[src/rtl/shift_unit_pkg.sv]
package shift_unit_pkg;
  typedef enum logic [1:0] {
    SH_LL   = 2'd0,
    SH_RL   = 2'd1,
    SH_RA   = 2'd2,
    SH_RSVD = 2'd3
  } shift_op_e;
endpackage

[src/rtl/shift_amount_sel.sv]
// Chooses the effective count and saturation flag for the active mode.
module shift_amount_sel #(
  parameter int DW = 64,
  localparam int SHW = $clog2(DW)
) (
  input  logic           dword,
  input  logic           amt_sel,
  input  logic [SHW:0]   amt_reg,
  input  logic [SHW-1:0] amt_imm,
  output logic [SHW-1:0] cnt,
  output logic           over
);
  always_comb begin
    if (dword) begin
      cnt  = amt_sel ? amt_imm : amt_reg[SHW-1:0];
      over = amt_sel ? 1'b0 : amt_reg[SHW];
    end else begin
      cnt  = {1'b0, (amt_sel ? amt_imm[SHW-2:0] : amt_reg[SHW-2:0])};
      over = amt_sel ? 1'b0 : amt_reg[SHW-1];
    end
  end
endmodule

[src/rtl/shift_barrel.sv]
// Logarithmic right shifter with a fill bit; left shifts reuse it by reversal.
module shift_barrel #(
  parameter int DW = 64,
  localparam int SHW = $clog2(DW)
) (
  input  logic [DW-1:0]  din,
  input  logic [SHW-1:0] cnt,
  input  logic           fill,
  input  logic           left,
  output logic [DW-1:0]  dout
);
  logic [DW-1:0] din_rev;
  logic [DW-1:0] stage_in;
  logic [DW-1:0] stage [SHW+1];
  logic [DW-1:0] out_rev;

  for (genvar i = 0; i < DW; i++) begin : g_rev
    assign din_rev[i] = din[DW-1-i];
    assign out_rev[i] = stage[SHW][DW-1-i];
  end

  assign stage_in = left ? din_rev : din;
  assign stage[0] = stage_in;

  for (genvar s = 0; s < SHW; s++) begin : g_stage
    localparam int STEP = 1 << s;
    assign stage[s+1] = cnt[s] ? {{STEP{fill}}, stage[s][DW-1:STEP]} : stage[s];
  end

  assign dout = left ? out_rev : stage[SHW];
endmodule

[src/rtl/shift_lost_bits.sv]
// Reports whether any set bit sits below the shift count.
module shift_lost_bits #(
  parameter int DW = 64,
  localparam int SHW = $clog2(DW)
) (
  input  logic [DW-1:0]  din,
  input  logic [SHW-1:0] cnt,
  output logic           lost
);
  logic [DW-1:0] below;

  for (genvar i = 0; i < DW; i++) begin : g_mask
    localparam logic [SHW-1:0] IDX = SHW'(i);
    assign below[i] = (IDX < cnt) & din[i];
  end

  assign lost = |below;
endmodule

[src/rtl/shift_unit.sv]
module shift_unit
  import shift_unit_pkg::*;
#(
  parameter int DW = 64,
  localparam int SHW = $clog2(DW),
  localparam int HW = DW / 2
) (
  input  logic           clk,
  input  logic           rst_n,
  input  logic           in_valid,
  input  logic [1:0]     op,
  input  logic           dword,
  input  logic           amt_sel,
  input  logic [SHW:0]   amt_reg,
  input  logic [SHW-1:0] amt_imm,
  input  logic [DW-1:0]  src,
  output logic           out_valid,
  output logic [DW-1:0]  result,
  output logic           carry
);
  shift_op_e     op_e;
  logic [SHW-1:0] cnt;
  logic          over;
  logic          is_ra;
  logic          is_left;
  logic          sign;
  logic          fill;
  logic [DW-1:0] operand;
  logic [DW-1:0] shifted;
  logic          lost;
  logic [DW-1:0] res_d;
  logic          carry_d;
  logic          valid_q;
  logic [DW-1:0] res_q;
  logic          carry_q;

  assign op_e    = shift_op_e'(op);
  assign is_ra   = (op_e == SH_RA);
  assign is_left = (op_e == SH_LL);
  assign sign    = dword ? src[DW-1] : src[HW-1];
  assign fill    = is_ra & sign;
  assign operand = dword ? src : {{HW{fill}}, src[HW-1:0]};

  shift_amount_sel #(.DW(DW)) u_amt (
    .dword   (dword),
    .amt_sel (amt_sel),
    .amt_reg (amt_reg),
    .amt_imm (amt_imm),
    .cnt     (cnt),
    .over    (over)
  );

  shift_barrel #(.DW(DW)) u_barrel (
    .din  (operand),
    .cnt  (cnt),
    .fill (fill),
    .left (is_left),
    .dout (shifted)
  );

  shift_lost_bits #(.DW(DW)) u_lost (
    .din  (operand),
    .cnt  (cnt),
    .lost (lost)
  );

  // Result shaping after the shifter: saturation, word extension, reserved code.
  always_comb begin
    res_d   = '0;
    carry_d = 1'b0;
    unique case (op_e)
      SH_LL, SH_RL: begin
        if (!over) begin
          res_d = dword ? shifted : {{HW{1'b0}}, shifted[HW-1:0]};
        end
      end
      SH_RA: begin
        res_d   = over ? {DW{sign}} : shifted;
        carry_d = sign & (over | lost);
      end
      default: begin
        res_d   = '0;
        carry_d = 1'b0;
      end
    endcase
  end

  always_ff @(posedge clk or negedge rst_n) begin
    if (!rst_n) begin
      valid_q <= 1'b0;
      res_q   <= '0;
      carry_q <= 1'b0;
    end else begin
      valid_q <= in_valid;
      if (in_valid) begin
        res_q   <= res_d;
        carry_q <= carry_d;
      end
    end
  end

  assign out_valid = valid_q;
  assign result    = res_q;
  assign carry     = carry_q;
endmodule

[config.mk]
export PLATFORM = sky130hd
export DESIGN_NAME = shift_unit
export DESIGN_NICKNAME = d
export VERILOG_FILES = /design/src/rtl/shift_unit_pkg.sv /design/src/rtl/shift_amount_sel.sv /design/src/rtl/shift_barrel.sv /design/src/rtl/shift_lost_bits.sv /design/src/rtl/shift_unit.sv
export SDC_FILE = /design/constraint.sdc
export NUM_CORES = 1
export LEC_CHECK = 0
export ABC_CLOCK_PERIOD_IN_PS = 1300
export CAP_MARGIN = 20
export CELL_PAD_IN_SITES_DETAIL_PLACEMENT = 1
export CELL_PAD_IN_SITES_GLOBAL_PLACEMENT = 1
export CORE_UTILIZATION = 40
export DETAILED_ROUTE_END_ITERATION = 6
export DONT_BUFFER_PORTS = 1
export PLACE_DENSITY = 0.7
export SYNTH_ARGS = -nofsm -noshare
export SYNTH_HDL_FRONTEND = slang
export SYNTH_SLANG_ARGS = --single-unit
[constraint.sdc]
create_clock -name clk -period 1.3 [get_ports clk]
set_input_delay 0.26 -clock clk [delete_from_list [all_inputs] [get_ports clk]]
set_output_delay 0.26 -clock clk [all_outputs]
set_load 0.05 [all_outputs]
==> flow_summary.toml, run 1 <==
[status]
status = "stopped before the end"
stop_stage = "5_1_grt"
first-error = "[ERROR GRT-0116] Global routing finished with congestion. Check the congestion regions in the DRC Viewer."

[clock_network]
cts_sinks = 66
cts_buffers = 9
htree_levels = 3
cts_max_path_buffers = 2
cts.root.buffer_cell = "clkbuf_16"

[grt]
grt_pass1_vias = 22756
grt_max_degree = 71
track_usage = 0.849
grt_pass1_wl_um = 164000
grt.overflow.total = 53

[logic_synthesis]
synth_area_leaders = "dfrtp_1 16%, a21oi_1 6.1%, nand2_1 4.7%"
synth_largest_area_cell = "dfrtp_1"
synth_cell_types = 81
ys.flop_type = "dfrtp_1"
yosysMostFrequentCell = "nand2_1"
async_reset_ff_frac = 1.00
yosys.area.top_type_share = 0.160
synth_edf_count = 0
yosysWarnings = 0
synth.top_cells.by_count = "128 x nand2_1, 125 x a21oi_1, 110 x nor2_1, 92 x o21ai_0, 75 x clkbuf_1"
syn_nets = 1540
seq_area_frac_synth = 0.160
syn_avg_cell_area_um2 = 7.07
netlist_instances = 1456
syn_area_mm2 = 0.0103
ys_ff_latch = 66

[place]
numPortBuffers = 0
dp_hpwl_um = 59800
place_inst = 2194
place_congestion = 1.10
place_area_mm2 = 0.0149

[floorplanning]
fp.dieH_um = 162
pin_count = 150
initial_utilization = 0.409
die_x_um = 162
rows = 58
-- logic make-up after synthesis --
| logic type | count (synthesis) | share of synthesized area |
|---|---|---|
| multiplexers | 80 | 0.102 |
| flip-flops | 66 | 0.160 |
| AO/OA/AOI/OAI | 643 | 0.424 |
| buffers and inverters | 161 | 0.0686 |
| AND/OR/NAND/NOR | 506 | 0.245 |
-- metal layers --
layer	overflow	track usage
met5	0	0.515
met4	26	0.837
met3	2	0.734
met2	25	0.964
met1	0	0.858
-- timing repair --
item / in CTS
endpoints found under the hold margin: 69
hold buffers: 1
resized for setup: 368
setup endpoints to repair: 68
buffers inserted: 78
pin swaps: 110
gates cloned: 2
-- per-stage QoR --
stage / TNS (ps) / worst slack (ps) / hold slack [ps]
2_1_floorplan: -66010 / -1280 / -35.6
3_3_place_gp: -98310 / -1890 / -34.4
3_5_place_dp: -101830 / -1980 / -34.2
4_1_cts: -63690 / -1110 / -425
==> run 2, diff against run 1 <==
Settings changed: CELL_PAD_IN_SITES_DETAIL_PLACEMENT 1 to unset, CELL_PAD_IN_SITES_GLOBAL_PLACEMENT 1 to unset, CORE_UTILIZATION 40 to 25, PLACE_DENSITY 0.7 to unset, PLACE_DENSITY_LB_ADDON set to 0.15.
==> flow_summary.toml, run 2 <==
[clock_network]
cts_sinks = 66
cts.root.buffer_cell = "clkbuf_16"
clk_pin_slew_ps = 70
htree_levels = 3
cts_tree = "yes"
worstSkewPairLatency_ps = 350
cts_max_path_buffers = 2
cts_buffers = 9

[route]
routedWlPerCell_um = 32.4
routed_wl_um = 81600
drt-pass1-iter-count = 5
drtIter0Drc = 2239
ant_nets = 0
num_vias = 16503
via_per_inst = 6.54
post-route-drc-count = 0

[logic_synthesis]
yosys.area.top_type_share = 0.160
syn_avg_cell_area_um2 = 7.07
async_reset_ff_frac = 1.00
synth_largest_area_cell = "dfrtp_1"
yosysMostFrequentCell = "nand2_1"
ys.flop_type = "dfrtp_1"
syn_nets = 1540
synth.top_cells.by_count = "128 x nand2_1, 125 x a21oi_1, 110 x nor2_1, 92 x o21ai_0, 75 x clkbuf_1"
yosysWarnings = 0
synth_cell_types = 81
ys_ff_latch = 66
netlist_instances = 1456
seq_area_frac_synth = 0.160
syn_area_mm2 = 0.0103
synth_edf_count = 0
synth_area_leaders = "dfrtp_1 16%, a21oi_1 6.1%, nand2_1 4.7%"

[grt]
track_usage = 0.378
grt_pass1_wl_um = 115000
grt.overflow.total = 0
grt_pass1_vias = 15721
grt_max_degree = 71
antenna_found_initial = 1

[worst_setup_path]
r2r_slack_ps = 100
timing.critical_path.fanout_max = 69
cp-startpoint = "dword"
reg2regPathDepth = 5
startpoint_type = "input port"
rr_endpoint = "result[9]"
end_kind = "flip-flop"
cp.required_ps = 1550
critPathArrivalTime_ps = 2750
timing.rr.start = "result[9]"
critical_path_class = "input port to flip-flop"

[sta]
fin_crit_sh = 1.92
max_freq_mhz = 400
slew_headroom = 0.409
setup_viol = 65
timing.final.hold_violations = 66
holdWs_ps = -405
worst_slew_pin_slew_ps = 885
clock-skew-final_ps = 0
timing.final.crit_period_ps = 2500
rsz0062_at_grt = "true"
setup_slack_ps = -1200
setup_tns_ps = -67190
slew_viol_final = 0

[status]
status = "finished with violations"
violations = "negative hold slack, negative setup slack"

[floorplanning]
die_x_um = 205
die_area_mm2 = 0.0420
rows = 73
pin_count = 150
fp.dieH_um = 205
initial_utilization = 0.256
fp.coreArea_mm2 = 0.0402

[cells_and_area]
n_antenna_cell = 0
layout.cells.most_common = "buf_4"
largest_reg_flops = 64
drive_above_1_share = 0.546
fin_nets = 2077
final_cell_mix = "546 x buf_4, 105 x nand2_1, 90 x a21oi_1"
syn_to_final_growth_pct = 86.5

[power_and_ir_drop]
vdd_drop_max_mv = 0.645
switching_share = 0.483
internal_power_uw = 9260
p_leak_uw = 0.00765
p_sw_uw = 8630
pwr-share-seq = 0.153
p_comb_frac = 0.699
power_frac_clock = 0.147
power_density_mw_per_mm2 = 931

[place]
numPortBuffers = 0
dp_hpwl_um = 62700
dp_slack_ps = -1970
place_congestion = 1.07

[run]
maxCapViolCount = 0

[hold_path]
hp-class = "input port to async pin"
## run 2: cell counts after synthesis
Identical to the previous run, type by type.
## run 2: stage by stage
stage / instances / cell area, µm² / utilization / power (µW) / hold slack, ps
final: 2523 / 19200 / 0.478 / 17900 / -405
after global routing: 2523 / 19200 / 0.478 / 18400 / -415
after CTS: 2499 / 18100 / 0.450 / 16700 / -407
after detailed placement: 2435 / 15600 / 0.389 / 12500 / -34.0
after global placement: 2435 / 15600 / 0.389 / 12600 / -34.3
after floorplan: 1456 / 11000 / - / 7580 / -35.6
## run 2: routing by layer
layer  part of all wire  GRT usage  up-vias
li1                   -          -     6955
met1               0.41      0.510     8133
met2               0.43      0.574     1164
met3               0.11     0.0896      251
met4              0.050      0.151        0
met5                  0          0        -
## run 2: layout make-up
| type | instances | area [µm²] |
|---|---|---|
| Fill cell | 3999 | 21000 |
| Multi-Input combinational cell | 1230 | 10600 |
| Timing Repair Buffer | 664 | 5960 |
| Sequential cell | 66 | 1650 |
| Tap cell | 525 | 657 |
| Clock buffer | 10 | 239 |
| Inverter | 22 | 82.6 |
| Clock inverter | 6 | 65.1 |
## run 2: power by group through the flow
stage | sequential, µW | clock [µW] | combinational [µW]
6_report | 2740 | 2640 | 12500
5_1_grt | 2770 | 2760 | 12900
4_1_cts | 2740 | 2680 | 11300
3_5_place_dp | 2780 | 0 | 9740
3_3_place_gp | 2770 | 0 | 9790
2_1_floorplan | 3530 | 0 | 4050
## run 2: how the worst max path moves through the flow
stage                 end  slack, ps  cells past startpoint
5_1_grt         result[7]      -1230                      9
3_5_place_dp   result[50]      -1970                     12
2_1_floorplan  result[24]      -1280                      9
4_1_cts        result[24]      -1100                      9
3_3_place_gp   result[50]      -2020                     12
6_report       result[24]      -1200                      9
## run 2: what timing repair did
| action | 4_1_cts | 5_1_grt |
|---|---|---|
| gates resized for setup | 310 | 183 |
| gates cloned | 8 | 2 |
| setup buffers | 44 | 33 |
| hold buffers | 1 | 1 |
| pin swaps | 82 | 107 |
| endpoints found under the setup margin | 67 | 66 |
| hold endpoints to repair | 67 | 67 |
## run 2: logic make-up after synthesis
group / share of synthesized area
AO/OA/AOI/OAI: 0.424
AND/OR/NAND/NOR: 0.245
buffers and inverters: 0.0686
multiplexers: 0.102
flip-flops: 0.160
## run 2: critical path, cell delays in order
cell       delay [ps]
nand4bb_4         300
buf_12            200
and3_4            130
mux4_2            500
a211o_1           380
mux4_2            540
nor2_2            150
nor2_1             70
o32ai_2           210
Note: power is estimated with default switching activity, not from simulation.
